<file path="src/rtl/bec_pkg.sv">
package bec_pkg;
  localparam int unsigned WORD_W = 32;

  localparam int unsigned SYND_LO = 20;
  localparam int unsigned SYND_HI = 23;

  localparam int unsigned ST_BANK_TMO = 3;
  localparam int unsigned ST_CWD      = 17;
  localparam int unsigned ST_CRD      = 18;
  localparam int unsigned ST_DATA_TMO = 31;

  localparam int unsigned CF_CWD_IRQ_DIS  = 0;
  localparam int unsigned CF_CRD_IRQ_DIS  = 1;
  localparam int unsigned CF_BANK_TMO_DIS = 2;
  localparam int unsigned CF_DATA_TMO_DIS = 3;
  localparam int unsigned CF_LOCK_FIRST   = 31;

  typedef enum logic {
    SEL_STATUS = 1'b0,
    SEL_CFG    = 1'b1
  } csr_sel_e;

  localparam logic [WORD_W-1:0] CFG_WR_MASK =
    (WORD_W'(1) << CF_CWD_IRQ_DIS)  | (WORD_W'(1) << CF_CRD_IRQ_DIS) |
    (WORD_W'(1) << CF_BANK_TMO_DIS) | (WORD_W'(1) << CF_DATA_TMO_DIS) |
    (WORD_W'(1) << CF_LOCK_FIRST);

  function automatic logic [WORD_W-1:0] synd_mask();
    logic [WORD_W-1:0] m;
    m = '0;
    for (int i = SYND_LO; i <= SYND_HI; i++) m[i] = 1'b1;
    return m;
  endfunction
endpackage

</file>
<file path="src/rtl/bec_cfg_reg.sv">
module bec_cfg_reg
  import bec_pkg::*;
(
  input  logic              clk_i,
  input  logic              rst_ni,
  input  logic              wr_i,
  input  logic [WORD_W-1:0] wdata_i,
  output logic [WORD_W-1:0] cfg_o,
  output logic              lock_first_nxt_o,
  output logic              lock_drop_o,
  output logic [WORD_W-1:0] evt_block_o
);
  logic [WORD_W-1:0] cfg_q, cfg_d;

  assign cfg_d = wr_i ? (wdata_i & CFG_WR_MASK) : cfg_q;

  always_ff @(posedge clk_i or negedge rst_ni) begin
    if (!rst_ni) cfg_q <= '0;
    else         cfg_q <= cfg_d;
  end

  // lock enable seen by this cycle's lock decision follows the write
  assign lock_first_nxt_o = cfg_d[CF_LOCK_FIRST];
  assign lock_drop_o      = wr_i && !wdata_i[CF_LOCK_FIRST];

  always_comb begin
    evt_block_o = '0;
    evt_block_o[ST_BANK_TMO] = cfg_q[CF_BANK_TMO_DIS];
    evt_block_o[ST_DATA_TMO] = cfg_q[CF_DATA_TMO_DIS];
  end

  assign cfg_o = cfg_q;
endmodule

</file>
<file path="src/rtl/bec_status_core.sv">
module bec_status_core
  import bec_pkg::*;
(
  input  logic              clk_i,
  input  logic              rst_ni,
  input  logic [WORD_W-1:0] evt_i,
  input  logic [WORD_W-1:0] block_i,
  input  logic              clr_wr_i,
  input  logic [WORD_W-1:0] clr_mask_i,
  input  logic              lock_eff_i,
  output logic [WORD_W-1:0] after_clr_o,
  output logic [WORD_W-1:0] accepted_o,
  output logic [WORD_W-1:0] newly_set_o,
  output logic [WORD_W-1:0] status_o
);
  for (genvar b = 0; b < WORD_W; b++) begin : g_bit
    logic st_q;
    logic kept;
    logic take;

    assign kept = st_q && !(clr_wr_i && clr_mask_i[b]);
    assign take = evt_i[b] && !block_i[b] && !lock_eff_i;

    always_ff @(posedge clk_i or negedge rst_ni) begin
      if (!rst_ni) st_q <= 1'b0;
      else         st_q <= kept | take;
    end

    assign after_clr_o[b] = kept;
    assign accepted_o[b]  = take;
    assign newly_set_o[b] = take && !kept;
    assign status_o[b]    = st_q;
  end
endmodule

</file>
<file path="src/rtl/bec_lock_ctrl.sv">
module bec_lock_ctrl
  import bec_pkg::*;
(
  input  logic              clk_i,
  input  logic              rst_ni,
  input  logic [WORD_W-1:0] after_clr_i,
  input  logic              lock_drop_i,
  input  logic              lock_first_i,
  input  logic [WORD_W-1:0] accepted_i,
  input  logic [WORD_W-1:0] newly_set_i,
  output logic              lock_eff_o,
  output logic              locked_o
);
  localparam logic [WORD_W-1:0] HARD_MASK = ~synd_mask();

  logic lock_q, release_now, lock_set;

  // a full clear or dropped enable releases before this cycle's events
  assign release_now = (after_clr_i == '0) || lock_drop_i;
  assign lock_eff_o  = lock_q && !release_now;

  assign lock_set = (lock_first_i && (accepted_i != '0)) ||
                    ((newly_set_i & HARD_MASK) != '0);

  always_ff @(posedge clk_i or negedge rst_ni) begin
    if (!rst_ni) lock_q <= 1'b0;
    else         lock_q <= lock_eff_o || lock_set;
  end

  assign locked_o = lock_q;
endmodule

</file>
<file path="src/rtl/bec_irq.sv">
module bec_irq
  import bec_pkg::*;
(
  input  logic [WORD_W-1:0] status_i,
  input  logic [WORD_W-1:0] cfg_i,
  output logic              irq_o
);
  assign irq_o = (status_i[ST_CWD] && !cfg_i[CF_CWD_IRQ_DIS]) ||
                 (status_i[ST_CRD] && !cfg_i[CF_CRD_IRQ_DIS]);
endmodule

</file>
<file path="src/rtl/bus_err_capture.sv">
module bus_err_capture
  import bec_pkg::*;
(
  input  logic              clk_i,
  input  logic              rst_ni,
  input  logic [WORD_W-1:0] err_evt_i,
  input  logic              csr_we_i,
  input  logic              csr_sel_i,
  input  logic [WORD_W-1:0] csr_wdata_i,
  output logic [WORD_W-1:0] csr_rdata_o,
  output logic              locked_o,
  output logic              irq_o
);
  logic [WORD_W-1:0] status_q, cfg_q, evt_block;
  logic [WORD_W-1:0] after_clr, accepted, newly_set;
  logic              st_wr, cf_wr, lock_first_nxt, lock_drop, lock_eff;

  assign st_wr = csr_we_i && (csr_sel_e'(csr_sel_i) == SEL_STATUS);
  assign cf_wr = csr_we_i && (csr_sel_e'(csr_sel_i) == SEL_CFG);

  bec_cfg_reg u_cfg (
    .clk_i            (clk_i),
    .rst_ni           (rst_ni),
    .wr_i             (cf_wr),
    .wdata_i          (csr_wdata_i),
    .cfg_o            (cfg_q),
    .lock_first_nxt_o (lock_first_nxt),
    .lock_drop_o      (lock_drop),
    .evt_block_o      (evt_block)
  );

  bec_status_core u_status (
    .clk_i       (clk_i),
    .rst_ni      (rst_ni),
    .evt_i       (err_evt_i),
    .block_i     (evt_block),
    .clr_wr_i    (st_wr),
    .clr_mask_i  (csr_wdata_i),
    .lock_eff_i  (lock_eff),
    .after_clr_o (after_clr),
    .accepted_o  (accepted),
    .newly_set_o (newly_set),
    .status_o    (status_q)
  );

  bec_lock_ctrl u_lock (
    .clk_i        (clk_i),
    .rst_ni       (rst_ni),
    .after_clr_i  (after_clr),
    .lock_drop_i  (lock_drop),
    .lock_first_i (lock_first_nxt),
    .accepted_i   (accepted),
    .newly_set_i  (newly_set),
    .lock_eff_o   (lock_eff),
    .locked_o     (locked_o)
  );

  bec_irq u_irq (
    .status_i (status_q),
    .cfg_i    (cfg_q),
    .irq_o    (irq_o)
  );

  assign csr_rdata_o = csr_sel_i ? cfg_q : status_q;
endmodule

</file>
<file path="config.mk">
export PLATFORM = sky130hd
export DESIGN_NAME = bus_err_capture
export DESIGN_NICKNAME = d
export VERILOG_FILES = /design/src/rtl/bec_pkg.sv /design/src/rtl/bec_cfg_reg.sv /design/src/rtl/bec_status_core.sv /design/src/rtl/bec_lock_ctrl.sv /design/src/rtl/bec_irq.sv /design/src/rtl/bus_err_capture.sv
export SDC_FILE = /design/constraint.sdc
export NUM_CORES = 1
export LEC_CHECK = 0
export CELL_PAD_IN_SITES_DETAIL_PLACEMENT = 1
export CELL_PAD_IN_SITES_GLOBAL_PLACEMENT = 1
export CORE_MARGIN = 1.5
export CORE_UTILIZATION = 25
export DETAILED_ROUTE_END_ITERATION = 10
export GPL_TIMING_DRIVEN = 0
export PLACE_DENSITY = 0.75
export SLEW_MARGIN = 20
export SYNTH_ARGS = -nofsm -noshare
export SYNTH_HDL_FRONTEND = slang
export SYNTH_SLANG_ARGS = --single-unit
</file>
<file path="constraint.sdc">
create_clock -name clk_i -period 1.79 [get_ports clk_i]
set_input_delay 0.4475 -clock clk_i [delete_from_list [all_inputs] [get_ports clk_i]]
set_output_delay 0.4475 -clock clk_i [all_outputs]
set_load 0.02 [all_outputs]
</file>
; Word-level counts from Yosys, hierarchy flattened
; Cells that the tools add are included.
[classes]
addsub = 0
n_mul = 0
div = 0
magnitude_cmp = 0
n_eq_ne = 0
shifts = 0
n_mux = 2
n_bitwise = 33
n_reduce_logical = 207
[op_table]
columns = cell, n
row1 = 1-bit logical AND, 133
row2 = 1-bit zero test, 67
row3 = 32-bit 2-to-1 mux, 2
row4 = 32-bit nonzero test, 2
row5 = 32-bit zero test, 1
row6 = 1-bit bitwise OR, 32
row7 = 1-bit logical OR, 4
row8 = 1-bit NOT, 1
[word_totals]
register_bits = 38
latchBits = 0
ramBits = 0
rom_bits = 0
output_inout_bits = 34
wordCells = 277
memories = 0

; Logic depth before layout (Yosys ltp)
; Gate-level depths: netlist (run 1).
[depth]
ltp_word = 15
depth_mapped = 7
mapped_depth_nobuf = 5

; Hierarchy
; Synthesis (run 1) repeated with hierarchy kept, for this count alone.
[unflattened]
hier_cells = 441
area_unflattened_um2 = 4077.7
[modules_own_cells]
columns = mod, n_inst, cells_each, area_per_inst_um2
row1 = bec_status_core, 1, 293, 2631.3
row2 = bec_cfg_reg, 1, 71, 634.4
row3 = bus_err_capture, 1, 38, 544.3
row4 = bec_lock_ctrl, 1, 36, 247.7
row5 = bec_irq, 1, 3, 20.0

; Least setup slack after synthesis (run 1)
; OpenSTA, ideal clock, no wires.
[synth_path]
path_kind = input-to-reg
startpoint = input port csr_wdata_i[3]
endpoint = register u_lock.lock_q (netlist: u_lock.locked_o)
setup_ps = 126
arrival_ps = 1683
t_required_ps = 1664
path_slack_ps = -20
cell_stages = 5
n_path_buf = 0
cell_sequence = inv_1 > a2111o_1 > nor4_4 > nand4_1 > a311o_1
[synth_via]
elab_chain_len = 13
[synth_rtl]
columns = element, line_no
row1 = start: declaration, bus_err_capture.sv:9  ; input logic [WORD_W-1:0] csr_wdata_i,
row2 = 1-bit logical AND (*), bec_status_core.sv:21  ; assign kept = st_q && !(clr_wr_i && clr_mask_i[b]);
row3 = 1-bit zero test (*), bec_status_core.sv:21
row4 = 1-bit logical AND (*), bec_status_core.sv:21
row5 = 32-bit zero test, bec_lock_ctrl.sv:19  ; assign release_now = (after_clr_i == '0) || lock_drop_i;
row6 = 1-bit logical OR, bec_lock_ctrl.sv:19
row7 = 1-bit zero test, bec_lock_ctrl.sv:20  ; assign lock_eff_o = lock_q && !release_now;
row8 = 1-bit logical AND, bec_lock_ctrl.sv:20
row9 = 1-bit zero test, bec_status_core.sv:22  ; assign take = evt_i[b] && !block_i[b] && !lock_eff_i;
row10 = 1-bit logical AND, bec_status_core.sv:22
row11 = 32-bit nonzero test or 1-bit logical AND (tied branches), "bec_lock_ctrl.sv:22, bec_status_core.sv:31"
row12 = 1-bit logical AND or 32-bit nonzero test (tied branches), "bec_lock_ctrl.sv:22, bec_lock_ctrl.sv:23"
row13 = 1-bit logical OR, bec_lock_ctrl.sv:22  ; assign lock_set = (lock_first_i && (accepted_i != '0)) ||
row14 = 1-bit logical OR (*), bec_lock_ctrl.sv:27  ; else lock_q <= lock_eff_o || lock_set;
row15 = end signal: assignment, bec_lock_ctrl.sv:27
row16 = end: declaration, bec_lock_ctrl.sv:16  ; logic lock_q, release_now, lock_set;
; Every way passes the cells marked *; elsewhere a longest branch is shown, timed or not.
; A chain may end at the register's enable or synchronous reset.

; Final worst setup path (run 1)
[layout_path]
startpoint = register u_status.g_bit[7].st_q
endpoint = register u_lock.lock_q (netlist: u_lock.locked_o)
[layout_via]
elab_chain_len = 11
[layout_rtl]
columns = element, line_no
row1 = start: declaration, bec_status_core.sv:17  ; logic st_q;
row2 = start signal: assignment, bec_status_core.sv:26  ; else st_q <= kept | take;
row3 = 1-bit logical AND (*), bec_status_core.sv:21
row4 = 32-bit zero test, bec_lock_ctrl.sv:19
row5 = 1-bit logical OR, bec_lock_ctrl.sv:19
row6 = 1-bit zero test, bec_lock_ctrl.sv:20
row7 = 1-bit logical AND, bec_lock_ctrl.sv:20
row8 = 1-bit zero test, bec_status_core.sv:22
row9 = 1-bit logical AND, bec_status_core.sv:22
row10 = 32-bit nonzero test or 1-bit logical AND (tied branches), "bec_lock_ctrl.sv:22, bec_status_core.sv:31"
row11 = 1-bit logical AND or 32-bit nonzero test (tied branches), "bec_lock_ctrl.sv:22, bec_lock_ctrl.sv:23"
row12 = 1-bit logical OR, bec_lock_ctrl.sv:22
row13 = 1-bit logical OR (*), bec_lock_ctrl.sv:27
; Marks and branches as above.

==> reports/qor.yml, run 1 <==
finish:
  fillers: 1327
  fin_util_pct: 41.81
  final_area_um2: 4753
  drive_above_1_share_pct: 33.33
  num-nets-final: 538
  area.sequential_um2: 953.4
  n_antenna_cell: 0
  multi_input_area_um2: 2061
  syn_to_final_growth_pct: 64.10
critical_path:
  cp.required_ns: 1.97
  cp_max_fo: 3
  worstPathArrival_ns: 2.27
  critPathKind: "flip-flop to flip-flop"
  crit_path_start_kind: "flip-flop"
  r2r-start: "u_status.g_bit[7].st_q$_DFF_PN0_"
  worstSetupStartpoint: "u_status.g_bit[7].st_q$_DFF_PN0_"
  endpoint_kind: "flip-flop"
global_route:
  grt_max_degree: 21
  grt_util_all_layers_pct: 22.53
  grt_pass1_vias: 3681
  grt_pass1_wl_mm: 21.07
  overflow: 0
  antenna_found_initial: 0
power:
  comb_power_share_pct: 39.2
  clkPwrFrac_pct: 27.2
  vdd_drop_max_mv: 0.3828
  power.internal_w: 0.002191
  swShare_pct: 37.03
  p_per_area_nw_per_um2: 731.9
  power.switching_w: 0.001288
  power_frac_seq_pct: 33.6
  p_leak_nw: 1.950
  p_total_w: 0.003479
drt:
  wire_per_inst_um: 22.76
  via_per_inst: 5.485
  drtIter0Drc: 175
  first_pass_iters: 5
  drc: 0
  wirelength_mm: 13.98
  vias: 3368
  ant_nets: 0
timing:
  setup-violations-final: 33
  timing.fmax_ghz: 0.4776
  max-slew-margin-rel_pct: 62.16
  tightest_slew_ns: 0.5676
  period_share_pct: 117.0
  worst_hold_slack_ns: 0.1474
  rsz0062_at_grt: "yes"
  finClkSkew_ns: 0.004335
  drv_slew: 0
  setup_ws_ns: -0.3038
  period_needed_ns: 2.094
  finalHoldViolCount: 0
synth:
  syn_avg_cell_area_um2: 8.621
  synth-xor-area-share_pct: 0
  yosys_warnings: 0
  synth_top_family_by_area: "compound AO/OA/AOI/OAI gates"
  synth_area_leader_cell: "dfrtp_1"
  ys_types: 37
  synth_area_um2: 2897
  synth_nets: 404
  synth_compound_area_share_pct: 30.02
  synth_top_area_share_pct: 32.83
  synth_area_leaders: "dfrtp_1 (33%), nor2b_1 (8.4%), nand2_1 (7.3%), a22oi_1 (6.5%), o21ai_2 (4.8%)"
  synth_cells: 336
  yosysSeqAreaShare_pct: 32.83
  synth-simple-area-share_pct: 29.20
  synth_seq_cells: 38
  synthMuxAreaShare_pct: 2.721
  synthAdderAreaFrac_pct: 0
place:
  placed_cell_area_um2: 4109
  hpwl_mm: 10.19
  port_buffers: 101
  gp_congestion: 0.9468
  pre_cts_ws_ns: -1.569
clock_tree:
  clk_path_buf_depth: 2
  cts.reportedPaths.clkPinSlew_ns: 0.06
  cts-buffers-inserted: 5
  hold_buffers: 0
  cts_tree: "built"
  htreeDepth: 2
  numClockSinks: 38
  worst_skew_pair.late_latency_ns: 0.29
  ctsRootBufferMaster: "clkbuf_16"
job:
  drv_cap: 0
hold_path:
  min_path_type: "primary input to async pin"
floorplanning:
  coreArea_um2: 11370
  num_rows: 39
  ios: 102
  die_y_um: 110.6
  die_x_um: 110.6
  start_util_pct: 25.48
  die_area_um2: 12240
outcome:
  failed_checks: "setup timing"
  status: "complete, but fails checks"
-- through the flow --
step           std cells  setup TNS (ns)
5_1_grt              614          -8.762
4_1_cts              609          -7.157
3_5_place_dp         581          -74.24
2_1_floorplan        336       -0.007756
6_report             614          -6.973
3_3_place_gp         580         -103.86
-- cells in the final DEF, fill, tap and decap left out, types with 3 or more instances in the layout --
| cell | n |
|---|---|
| nand2_1 | 55 |
| clkdlybuf4s50_1 | 42 |
| dfrtp_1 | 36 |
| nor2b_1 | 35 |
| buf_4 | 28 |
| a22oi_1 | 25 |
| dlygate4sd2_1 | 23 |
| o21ai_2 | 17 |
| buf_2 | 17 |
| inv_1 | 12 |
| nand2b_1 | 11 |
| buf_6 | 11 |
| o21ai_0 | 10 |
| o211ai_2 | 10 |
| nand3b_1 | 9 |
| a21boi_0 | 9 |
| nor2_1 | 7 |
| nor4_1 | 7 |
| clkbuf_16 | 6 |
| mux2_2 | 6 |
| nor4_2 | 6 |
| nand4_1 | 5 |
| nand2b_4 | 5 |
| a21oi_1 | 5 |
| a2111o_1 | 4 |
| o21ai_4 | 4 |
| clkbuf_2 | 4 |
| buf_8 | 3 |
| clkbuf_4 | 3 |
| inv_2 | 3 |
| nor4_4 | 3 |
| buf_12 | 3 |
| buf_16 | 3 |
| clkdlybuf4s15_2 | 3 |
-- worst max-delay path, cell delays in order, from the launching register on --
cell      delay, ns
dfrtp_1        0.40
nor2b_4        0.14
a2111o_1       0.44
nor4_4         0.37
buf_4          0.17
nand4_1        0.11
a311o_1        0.35
-- power by group through the flow --
stage,registers (W),clock network (W),logic (W)
global route,0.00118,0.000980,0.00145
detailed placement,0.00117,0,0.00119
floorplan,0.00110,0,0.000647
global placement,0.00117,0,0.00116
CTS,0.00116,0.000946,0.00127
finish,0.00117,0.000947,0.00136
-- cells in the mapped netlist (all sizes together) --
master,number
buf,8
clkbuf,9
a22oi,25
a21boi,11
o211ai,10
a222oi,1
nand2b,16
o31ai,3
nor2,7
nor2b,39
a41oi,1
mux2,7
a2111oi,5
dfrtp,38
a21oi,5
o2111ai,5
a21o,2
nand3b,9
or2,1
a2111o,4
nand2,56
inv,15
nand4,5
or4,1
nand3,2
a311o,1
o22ai,1
nor4,16
o21ai,33
-- sequential cells by signal, summed over array words and instances (netlist names) --
signal,flops
u_status.g_bit.st_q,32
u_cfg.cfg_o,5
u_lock.locked_o,1
-- path summary, 6_finish.rpt --
kind | endpoint | slack, ns | cells past startpoint
worst max-delay path | u_lock.locked_o$_DFF_PN0_ | -0.30 | 6
worst min-delay path | u_status.g_bit[9].st_q$_DFF_PN0_ | 0.15 | 1
worst max register to register | u_lock.locked_o$_DFF_PN0_ | -0.30 | 6
worst min register to register | u_cfg.cfg_o[3]$_DFFE_PN0P_ | 0.51 | 2
max in group asynchronous | u_status.g_bit[29].st_q$_DFF_PN0_ | 1.14 | 2
min in group clk_i | u_cfg.cfg_o[3]$_DFFE_PN0P_ | 0.51 | 2
-- per-layer routing --
layer  up-vias  routed length, um  GRT usage [%]
met2       144               6975          38.89
met4         0                299          6.752
met1      1695               5966          28.11
met3        29                736          4.885
li1       1500                  -              -
met5         -                  0              0
-- timing repair --
action	CTS	global route
setup buffers	17	8
resized for setup	214	53
pin swaps	42	10
setup endpoints to repair	66	58
cloned	3	0
endpoints found under the hold margin	0	0
-- cell type report --
class / instances / share of cell area, %
tap: 143 / 3.764
inverter: 15 / 1.185
sequential: 38 / 20.06
clock buffer: 7 / 3.001
buffer: 17 / 4.159
timing repair buffer: 127 / 24.37
clock inverter: 1 / 0.1053
multi-input combinational: 266 / 43.35
-- cells by family after synthesis --
group                  after synthesis
AND/OR/NAND/NOR                    152
AO/OA/AOI/OAI                      107
flip-flops                          38
buffers and inverters               32
multiplexers                         7
Power figures use the tool's default switching activity.
==> inputs of run 2 (changes only) <==
--- a/config.mk
+++ b/config.mk
@@ -5,6 +5,7 @@
 export SDC_FILE = /design/constraint.sdc
 export NUM_CORES = 1
 export LEC_CHECK = 0
+export CAP_MARGIN = 25
 export CELL_PAD_IN_SITES_DETAIL_PLACEMENT = 1
 export CELL_PAD_IN_SITES_GLOBAL_PLACEMENT = 1
 export CORE_MARGIN = 1.5
==> results of run 2 <==
The final DEF is identical to that of run 1; final timing and power are the same.
==> inputs of run 3 (changes only) <==
--- a/config.mk
+++ b/config.mk
@@ -11,7 +11,7 @@
 export CORE_MARGIN = 1.5
 export CORE_UTILIZATION = 25
 export DETAILED_ROUTE_END_ITERATION = 10
-export GPL_TIMING_DRIVEN = 0
+export GPL_TIMING_DRIVEN = 1
 export PLACE_DENSITY = 0.75
 export SLEW_MARGIN = 20
 export SYNTH_ARGS = -nofsm -noshare
==> run 3 against run 2 <==
Net effect: clock skew rose by 0.0013 ns; setup slack improved by 0.032 ns; non-clock buffer count increased by 87; via count increased by 11%; highest routed layer unchanged; the run still ends with setup timing left; final cell count is 14% higher; hold slack got worse by 0.026 ns; count of clock-buffer cells in the layout is the same; critical endpoint is now u_status.g_bit[27].st_q$_DFF_PN0_; first-iteration DRC count up 11%; critical path type unchanged; flip-flop and latch count is the same; sequential share of layout area decreased by 2.5 points; routed wire length increased by 11%.
==> reports/qor.yml, run 3 (synthesis gave the netlist of run 1 again) <==
global_route:
  grt_pass1_vias: 4231
  grt_util_all_layers_pct: 24.73
  grt_pass1_wl_mm: 23.69
  antenna_found_initial: 0
  overflow: 0
  grt_max_degree: 39
timing:
  finClkSkew_ns: 0.005663
  finalHoldViolCount: 0
  drv_slew: 0
  period_needed_ns: 2.062
  period_share_pct: 115.2
  setup-violations-final: 34
  setup_ws_ns: -0.2719
  tightest_slew_ns: 0.4532
  rsz0062_at_grt: "yes"
  finalSetupTns_ns: -6.933
  max-slew-margin-rel_pct: 69.78
  timing.fmax_ghz: 0.4850
critical_path:
  cp_max_fo: 15
  endpoint_kind: "flip-flop"
  critical_path_buf_inv_count: 3
  r2r-start: "u_status.g_bit[2].st_q$_DFF_PN0_"
  crit_slowest_cell: "dfrtp_1"
  critPathKind: "flip-flop to flip-flop"
  r2r_cells: 8
  reg2reg_to: "u_status.g_bit[27].st_q$_DFF_PN0_"
  crit_path_start_kind: "flip-flop"
  worstPathArrival_ns: 2.28
  cp.required_ns: 2.01
  critPathTopFamily: "simple AND/OR/NAND/NOR gates"
  worstPathCellList: "nor4_1 -> buf_4 -> nand4_1 -> o21ai_2 -> buf_6 -> buf_4 -> nand2_1 -> o21ai_2"
  cpPeakStageDelay_ns: 0.43
  worstSetupPathDepth: 8
  rrSetupSlack_ns: -0.27
outcome:
  failed_checks: "setup timing"
  status: "complete, but fails checks"
finish:
  drive_above_1_share_pct: 44.44
  syn_to_final_growth_pct: 86.91
  mostFrequentLayoutCells: "buf_4 (109), nand2_1 (54), dfrtp_1 (37)"
  final-instance-count-excl-fill: 701
  fillers: 1325
  final_area_um2: 5414
  largest_reg_flops: 32
  final_common_cell: "buf_4"
  largest_register: "u_status.g_bit.st_q"
  n_antenna_cell: 0
  fin_util_pct: 47.62
  num-nets-final: 625
place:
  placed_cell_area_um2: 4818
  dp.cells: 670
  gp_congestion: 0.8762
  hpwl_mm: 11.08
  port_buffers: 101
clock_tree:
  ctsRootBufferMaster: "clkbuf_16"
  htreeDepth: 2
  numClockSinks: 38
  cts-buffers-inserted: 5
  worst_skew_pair.late_latency_ns: 0.29
  cts.reportedPaths.clkPinSlew_ns: 0.06
  cts_tree: "built"
  hold_buffers: 0
  clk_path_buf_depth: 2
power:
  power.internal_w: 0.002397
  p_total_w: 0.003775
  swShare_pct: 36.51
  vdd_drop_max_mv: 0.4004
  p_leak_nw: 2.413
  power_frac_seq_pct: 30.5
  power.switching_w: 0.001378
  comb_power_share_pct: 44.5
  p_per_area_nw_per_um2: 697.2
  clkPwrFrac_pct: 25.0
floorplanning:
  num_rows: 39
  die_area_um2: 12240
  die_x_um: 110.6
  die_y_um: 110.6
  ios: 102
  start_util_pct: 25.48
  coreArea_um2: 11370
drt:
  m1WireLength_mm: 6.370
  drc: 0
  via_per_inst: 5.337
  wl_met2_mm: 8.045
  wl_met3_um: 671
  wirelength_mm: 15.46
  drtIter0Drc: 194
  ant_nets: 0
  vias: 3741
  first_pass_iters: 4
  top_layer_used: "met4"
  wire_per_inst_um: 22.05
job:
  drv_cap: 0
hold_path:
  min_path_type: "primary input to async pin"
==> run 3: repair_timing <==
action                                  4_1_cts  5_1_grt
cloned                                        1        1
pin swaps                                    33       22
endpoints found under the setup margin       66       58
resized for setup                           156       65
endpoints found under the hold margin         0        0
setup buffers                                16        6
==> run 3: area by class of cell <==
type	count	area [um^2]	area share (%)
clock inverter	1	5.005	0.09244
tap	143	178.9	3.305
clock buffer	7	142.6	2.635
inverter	15	56.30	1.040
timing repair buffer	231	1998	36.91
sequential	38	952.2	17.59
multi-input combinational	266	2081	38.43
==> run 3: power groups by stage <==
stage               Combinational (W)  Sequential, W  Clock, W
global placement              0.00148        0.00114         0
global route                  0.00177        0.00117  0.000986
finish                        0.00168        0.00115  0.000943
detailed placement            0.00151        0.00115         0
CTS                           0.00160        0.00114  0.000935
floorplan                    0.000647        0.00110         0
==> run 3: per-layer routing <==
layer	up-vias	track usage (%)
met5	-	0
met2	144	43.66
met1	1888	29.89
li1	1678	-
met4	0	9.744
met3	31	4.116
==> run 3: worst max path at each step <==
stage / endpoint / slack (ns) / from
after floorplan: u_lock.locked_o$_DFF_PN0_ / -0.008 / u_status.g_bit[11].st_q$_DFF_PN0_
after global placement: u_lock.locked_o$_DFF_PN0_ / -0.98 / csr_sel_i
after detailed placement: u_lock.locked_o$_DFF_PN0_ / -1.03 / csr_sel_i
after CTS: u_lock.locked_o$_DFF_PN0_ / -0.23 / err_evt_i[18]
after global routing: u_status.g_bit[26].st_q$_DFF_PN0_ / -0.38 / u_status.g_bit[13].st_q$_DFF_PN0_
final: u_status.g_bit[27].st_q$_DFF_PN0_ / -0.27 / u_status.g_bit[2].st_q$_DFF_PN0_
==> run 3: per-stage QoR <==
step / hold slack (ns) / setup WS [ns]
after floorplan: 0.1519 / -0.007756
after global placement: 0.4410 / -0.9789
after detailed placement: 0.4403 / -1.031
after CTS: 0.1392 / -0.2342
after global routing: 0.1322 / -0.3805
final: 0.1209 / -0.2719
